**src/rtl/pkt_data_port_pkg.sv**
```systemverilog
package pkt_data_port_pkg;

  typedef enum logic [1:0] {
    SEL_ZERO   = 2'd0,
    SEL_PTR_LO = 2'd1,
    SEL_PTR_HI = 2'd2,
    SEL_RAM    = 2'd3
  } rd_sel_e;

  typedef struct packed {
    logic    ptrLoWr;
    logic    ptrHiWr;
    logic    winAcc;
    logic    winWr;
    logic [1:0] lane;
    logic    rdReq;
    rd_sel_e rdSel;
  } strobe_t;

  localparam int PTR_W      = 16;
  localparam int RX_FLAG    = 15;
  localparam int INC_FLAG   = 14;
  localparam logic [7:0] HI_READ_MASK = 8'hF7;

endpackage

```
**src/rtl/pkt_data_port_ctrl.sv**
```systemverilog
module pkt_data_port_ctrl
  import pkt_data_port_pkg::*;
(
  input  logic       regWrEn,
  input  logic       regRdEn,
  input  logic [2:0] regAddr,
  output strobe_t    strobe
);

  localparam logic [2:0] ADDR_PTR_LO = 3'd0;
  localparam logic [2:0] ADDR_PTR_HI = 3'd1;

  logic isWin;
  logic doRead;

  assign isWin  = regAddr[2];
  assign doRead = regRdEn && !regWrEn;

  always_comb begin
    strobe         = '0;
    strobe.lane    = regAddr[1:0];
    strobe.rdSel   = SEL_ZERO;
    strobe.rdReq   = doRead;
    if (regWrEn) begin
      strobe.ptrLoWr = (regAddr == ADDR_PTR_LO);
      strobe.ptrHiWr = (regAddr == ADDR_PTR_HI);
      strobe.winAcc  = isWin;
      strobe.winWr   = isWin;
    end else if (regRdEn) begin
      strobe.winAcc = isWin;
      if (isWin)                       strobe.rdSel = SEL_RAM;
      else if (regAddr == ADDR_PTR_LO) strobe.rdSel = SEL_PTR_LO;
      else if (regAddr == ADDR_PTR_HI) strobe.rdSel = SEL_PTR_HI;
      else                             strobe.rdSel = SEL_ZERO;
    end
  end

endmodule

```
**src/rtl/pkt_data_port_dp.sv**
```systemverilog
module pkt_data_port_dp
  import pkt_data_port_pkg::*;
#(
  parameter int PAGE_COUNT = 4,
  parameter int PAGE_BYTES = 2048,
  localparam int OFS_W  = $clog2(PAGE_BYTES),
  localparam int PG_W   = $clog2(PAGE_COUNT),
  localparam int RAM_AW = OFS_W + PG_W
)(
  input  logic              clk,
  input  logic              rstN,
  input  strobe_t           strobe,
  input  logic [7:0]        regWdata,
  input  logic [PG_W-1:0]   txPage,
  input  logic [PG_W-1:0]   rxHeadPage,
  output logic              rdValid,
  output logic [7:0]        rdData,
  output logic              ramEn,
  output logic              ramWe,
  output logic [RAM_AW-1:0] ramAddr,
  output logic [7:0]        ramWdata,
  input  logic [7:0]        ramRdata
);

  logic [PTR_W-1:0] ptrQ;
  logic [OFS_W-1:0] curOfs;
  logic [OFS_W-1:0] accOfs;
  logic [PG_W-1:0]  accPage;
  logic             autoInc;
  logic [7:0]       holdQ;
  logic             selRamQ;
  logic [7:0]       ptrLoByte;
  logic [7:0]       ptrHiByte;

  assign curOfs  = ptrQ[OFS_W-1:0];
  assign autoInc = ptrQ[INC_FLAG];
  assign accPage = ptrQ[RX_FLAG] ? rxHeadPage : txPage;
  assign accOfs  = autoInc ? curOfs : curOfs + OFS_W'(strobe.lane);

  assign ramEn    = strobe.winAcc;
  assign ramWe    = strobe.winAcc && strobe.winWr;
  assign ramAddr  = {accPage, accOfs};
  assign ramWdata = regWdata;

  assign ptrLoByte = ptrQ[7:0];
  assign ptrHiByte = ptrQ[15:8] & HI_READ_MASK;

  always_ff @(posedge clk) begin
    if (!rstN) begin
      ptrQ <= '0;
    end else if (strobe.ptrLoWr) begin
      ptrQ[7:0] <= regWdata;
    end else if (strobe.ptrHiWr) begin
      ptrQ[15:8] <= regWdata;
    end else if (strobe.winAcc && autoInc) begin
      ptrQ[OFS_W-1:0] <= curOfs + 1'b1;
    end
  end

  always_ff @(posedge clk) begin
    if (!rstN) begin
      rdValid <= 1'b0;
      selRamQ <= 1'b0;
      holdQ   <= '0;
    end else begin
      rdValid <= strobe.rdReq;
      selRamQ <= strobe.rdReq && (strobe.rdSel == SEL_RAM);
      case (strobe.rdSel)
        SEL_PTR_LO: holdQ <= ptrLoByte;
        SEL_PTR_HI: holdQ <= ptrHiByte;
        default:    holdQ <= '0;
      endcase
    end
  end

  assign rdData = selRamQ ? ramRdata : holdQ;

endmodule

```
**src/rtl/pkt_data_port.sv**
```systemverilog
module pkt_data_port
  import pkt_data_port_pkg::*;
#(
  parameter int PAGE_COUNT = 4,
  parameter int PAGE_BYTES = 2048,
  localparam int OFS_W  = $clog2(PAGE_BYTES),
  localparam int PG_W   = $clog2(PAGE_COUNT),
  localparam int RAM_AW = OFS_W + PG_W
)(
  input  logic              clk,
  input  logic              rstN,
  input  logic              regWrEn,
  input  logic              regRdEn,
  input  logic [2:0]        regAddr,
  input  logic [7:0]        regWdata,
  output logic              rdValid,
  output logic [7:0]        rdData,
  input  logic [PG_W-1:0]   txPage,
  input  logic [PG_W-1:0]   rxHeadPage,
  output logic              ramEn,
  output logic              ramWe,
  output logic [RAM_AW-1:0] ramAddr,
  output logic [7:0]        ramWdata,
  input  logic [7:0]        ramRdata
);

  strobe_t strobe;

  pkt_data_port_ctrl uCtrl (
    .regWrEn (regWrEn),
    .regRdEn (regRdEn),
    .regAddr (regAddr),
    .strobe  (strobe)
  );

  pkt_data_port_dp #(
    .PAGE_COUNT (PAGE_COUNT),
    .PAGE_BYTES (PAGE_BYTES)
  ) uDp (
    .clk        (clk),
    .rstN       (rstN),
    .strobe     (strobe),
    .regWdata   (regWdata),
    .txPage     (txPage),
    .rxHeadPage (rxHeadPage),
    .rdValid    (rdValid),
    .rdData     (rdData),
    .ramEn      (ramEn),
    .ramWe      (ramWe),
    .ramAddr    (ramAddr),
    .ramWdata   (ramWdata),
    .ramRdata   (ramRdata)
  );

endmodule

```
**config.mk**
```make
export PLATFORM = sky130hd
export DESIGN_NAME = pkt_data_port
export DESIGN_NICKNAME = d
export VERILOG_FILES = /design/src/rtl/pkt_data_port_pkg.sv /design/src/rtl/pkt_data_port_ctrl.sv /design/src/rtl/pkt_data_port_dp.sv /design/src/rtl/pkt_data_port.sv
export SDC_FILE = /design/constraint.sdc
export NUM_CORES = 1
export LEC_CHECK = 0
export ABC_AREA = 1
export BUFFER_PORTS_ARGS = -buffer_cell sky130_fd_sc_hd__buf_2
export CAP_MARGIN = 15
export CORE_UTILIZATION = 54
export CTS_CLUSTER_SIZE = 20
export DETAILED_ROUTE_END_ITERATION = 10
export GPL_ROUTABILITY_DRIVEN = 0
export PLACE_DENSITY = 0.95
export SLEW_MARGIN = 20
export SYNTH_ARGS = -nofsm -noshare
export SYNTH_HDL_FRONTEND = slang
export SYNTH_SLANG_ARGS = --single-unit
```
**constraint.sdc**
```tcl
create_clock -name clk -period 4.52 [get_ports clk]
set_input_delay 0.904 -clock clk [delete_from_list [all_inputs] [get_ports clk]]
set_output_delay 0.904 -clock clk [all_outputs]
set_load 0.02 [all_outputs]
```
==> results.cfg <==
[synthesis]
yosys.area.top_type_share_pct = 29.20
syn_nets = 285
synth-compound-area-share_pct = 13.14
synthXorXnorAreaFrac_pct = 4.599
synthTopCellsByArea = dfxtp_1 29%, nand2_1 17%, inv_1 5.5%
ys_warn_count = 0
postSynthCellCount = 251
synthSimpleGateAreaFrac_pct = 29.49
synthAdderAreaFrac_pct = 5.547
synthMuxAreaShare_pct = 5.255
synth_cell_types = 32
yosysSeqAreaShare_pct = 29.20
yosys.area.top_type = dfxtp_1
synth_seq_cells = 25
synth.cell_area_um2 = 1714
synth_top_family_by_area = simple AND/OR/NAND/NOR gates
syn_area_per_cell_um2 = 6.829

[detailed_routing]
drt_first_pass_iters = 7
routed_wl_um = 4047
routed-via-count = 1760
via_per_inst = 5.192
antenna_left = 0
first_iter_violations = 55
wl_per_cell_um = 11.94
drc = 2

[sta]
timing.fmax_mhz = 313.9
fin_tns_setup_ps = 0
hold_violations = 0
rsz0062_at_grt = false
finClkSkew_ps = 2.158
tightestPinTransition_ps = 371.5
slew_headroom_pct = 75.17
setup-violations-final = 0
final_max_slew_viol_count = 0
fin_crit_sh_pct = 70.48
fin_crit_ps = 3186

[floorplan]
boundaryPins = 59
fp-row-count = 20
core_um2 = 3028
die_y_um = 58.34
die_x_um = 58.34
die_area_um2 = 3404
start_util_pct = 56.61

[global_routing]
grt.total_usage_pct = 25.30
grt_pass1_vias = 1561
grt_pass1_wl_um = 6658
grt_max_degree = 17
antenna_found_initial = 0
grt_overflow_total = 0

[layout]
regArea_um2 = 500.5
multi_input_comb_area_um2 = 994.7
utilization_pct = 65.12
area_growth_pct = 15.04
n_antenna_cell = 0
final_nets = 330
num-fill-cells = 279
drive_above_1_share_pct = 26.44

[critical_path]
cp_data_required_time_ps = 3620
end_kind = output pin
start_kind = input port
path_delay_family = adder cells
worst_path_max_delay_cell = fa_1
cp.arrival_ps = 2280
critPathMaxStageDelay_ps = 370
rr_worst_depth = 7
path_depth = 9
cp.buffers_inverters = 3
path_class = in -> out
critPathMaxFanout = 3
path_cells = buf_2 -> ha_1 -> fa_1 -> nand2_1 -> nor2_1 -> nand2_1 -> xor2_1 -> inv_1 -> buf_2

[power]
p_per_area_nw_per_um2 = 212.5
ir_drop_mv = 0.1489
leakage_nw = 0.9700

[clock_network]
root_buffer = clkbuf_4
cts_made_buffers = 3
tritoncts = done
holdBufCountCts = 0
cts_setup_buffers = 0
clockBufferDepth = 2
clock_sinks = 25
insertion_delay_ps = 330
clk_pin_slew_worst_paths_ps = 140
h-tree-depth = 1
cts.repair.resized = 0

[place]
io_buffers = 58
dp_hpwl_um = 3108

[status]
violations = design-rule violations
status = finished with violations

[min_path]
hold_path_class = reg -> reg
hold_path_depth = 2

[run]
maxCapViolCount = 0
-- report_power, final --
part	total [mW]	switching [mW]	internal, mW	leakage (nW)
Sequential	0.232	0.00715	0.225	0.202
Clock	0.105	0.0713	0.0340	0.0139
Combinational	0.0818	0.0522	0.0296	0.754
-- final timing paths --
path	slack, ps	from	endpoint
hold / removal	480	uDp.ptrQ[12]$_SDFFE_PN0P_	uDp.holdQ[4]$_SDFF_PN0_
setup / recovery	1330	regAddr[0]	ramAddr[8]
setup reg to reg	2900	uDp.ptrQ[1]$_SDFFE_PN0P_	uDp.ptrQ[10]$_SDFFE_PN0P_
hold reg to reg	480	uDp.ptrQ[12]$_SDFFE_PN0P_	uDp.holdQ[4]$_SDFF_PN0_
-- layer usage --
layer | wire (µm) | vias to the layer above | GRT usage, % | share of wire (%)
met1 | 1575 | 768 | 30.34 | 39
met2 | 2053 | 99 | 45.16 | 51
met3 | 396 | 4 | 6.154 | 9.8
li1 | - | 889 | - | -
met4 | 22 | 0 | 6.803 | 0.54
met5 | 0 | - | 0 | 0
-- flip-flops by register name (all words and copies together), names as in the netlist --
name	count
uDp.selRamQ	1
uDp.ptrQ	15
uDp.rdValid	1
uDp.holdQ	8
-- Yosys cell counts (all sizes together) --
| cell type | number |
|---|---|
| nand2 | 79 |
| mux2 | 8 |
| buf | 14 |
| dfxtp | 25 |
| a31oi | 4 |
| o21ai | 18 |
| xor2 | 8 |
| o2111ai | 2 |
| nor3 | 1 |
| nand3 | 13 |
| xnor2 | 1 |
| ha | 6 |
| nand4 | 2 |
| nor2 | 17 |
| fa | 1 |
| inv | 26 |
| a21oi | 17 |
| nor3b | 1 |
| clkbuf | 4 |
| and2 | 2 |
| clkinv | 1 |
| a21o | 1 |
-- worst min-delay path: stages (launching register included) --
cell and delay, ps:
dfxtp_1 340, nand2_1 60, a21oi_1 50
-- final cells by class --
cell class / count / area share (%)
clock buffer: 3 / 1.142
clock inverter: 1 / 0.3807
inverter: 27 / 5.140
multi-input combinational: 181 / 50.44
sequential: 25 / 25.38
tap: 44 / 2.792
timing repair buffer: 58 / 14.72
-- metrics by stage --
stage / power, mW / hold slack [ps] / area (µm²) / cells / setup slack (ps)
after floorplan: 0.2914 / 431.6 / 1714 / 251 / 1623
after global placement: 0.3154 / 446.2 / 1942 / 335 / 1388
after detailed placement: 0.3180 / 454.8 / 1942 / 335 / 1351
after CTS: 0.4179 / 476.6 / 1972 / 339 / 1350
after global routing: 0.4389 / 509.1 / 1972 / 339 / 1231
final: 0.4190 / 480.2 / 1972 / 339 / 1334
-- cells by family after synthesis --
logic type / Yosys count
compound gates: 42
xor+xnor: 9
fa+ha+maj: 7
buf+inv: 45
flops: 25
mux: 8
simple gates: 115
-- cell usage in the layout (no fill, tap or decap) --
master,count
a21o_1,1
a21oi_1,17
a31oi_1,4
and2_1,2
buf_2,58
clkbuf_4,3
clkinv_1,1
clkinvlp_4,1
dfxtp_1,25
fa_1,1
ha_1,6
inv_1,25
inv_2,1
mux2_2,8
nand2_1,76
nand2_2,1
nand2_4,2
nand3_1,12
nand3_4,1
nand4_1,2
nor2_1,14
nor2_2,2
nor2_4,1
nor3_1,1
nor3b_1,1
o2111ai_1,2
o21ai_0,11
o21ai_1,7
xnor2_1,1
xor2_1,8
Note: power is estimated with default switching activity, not from simulation.
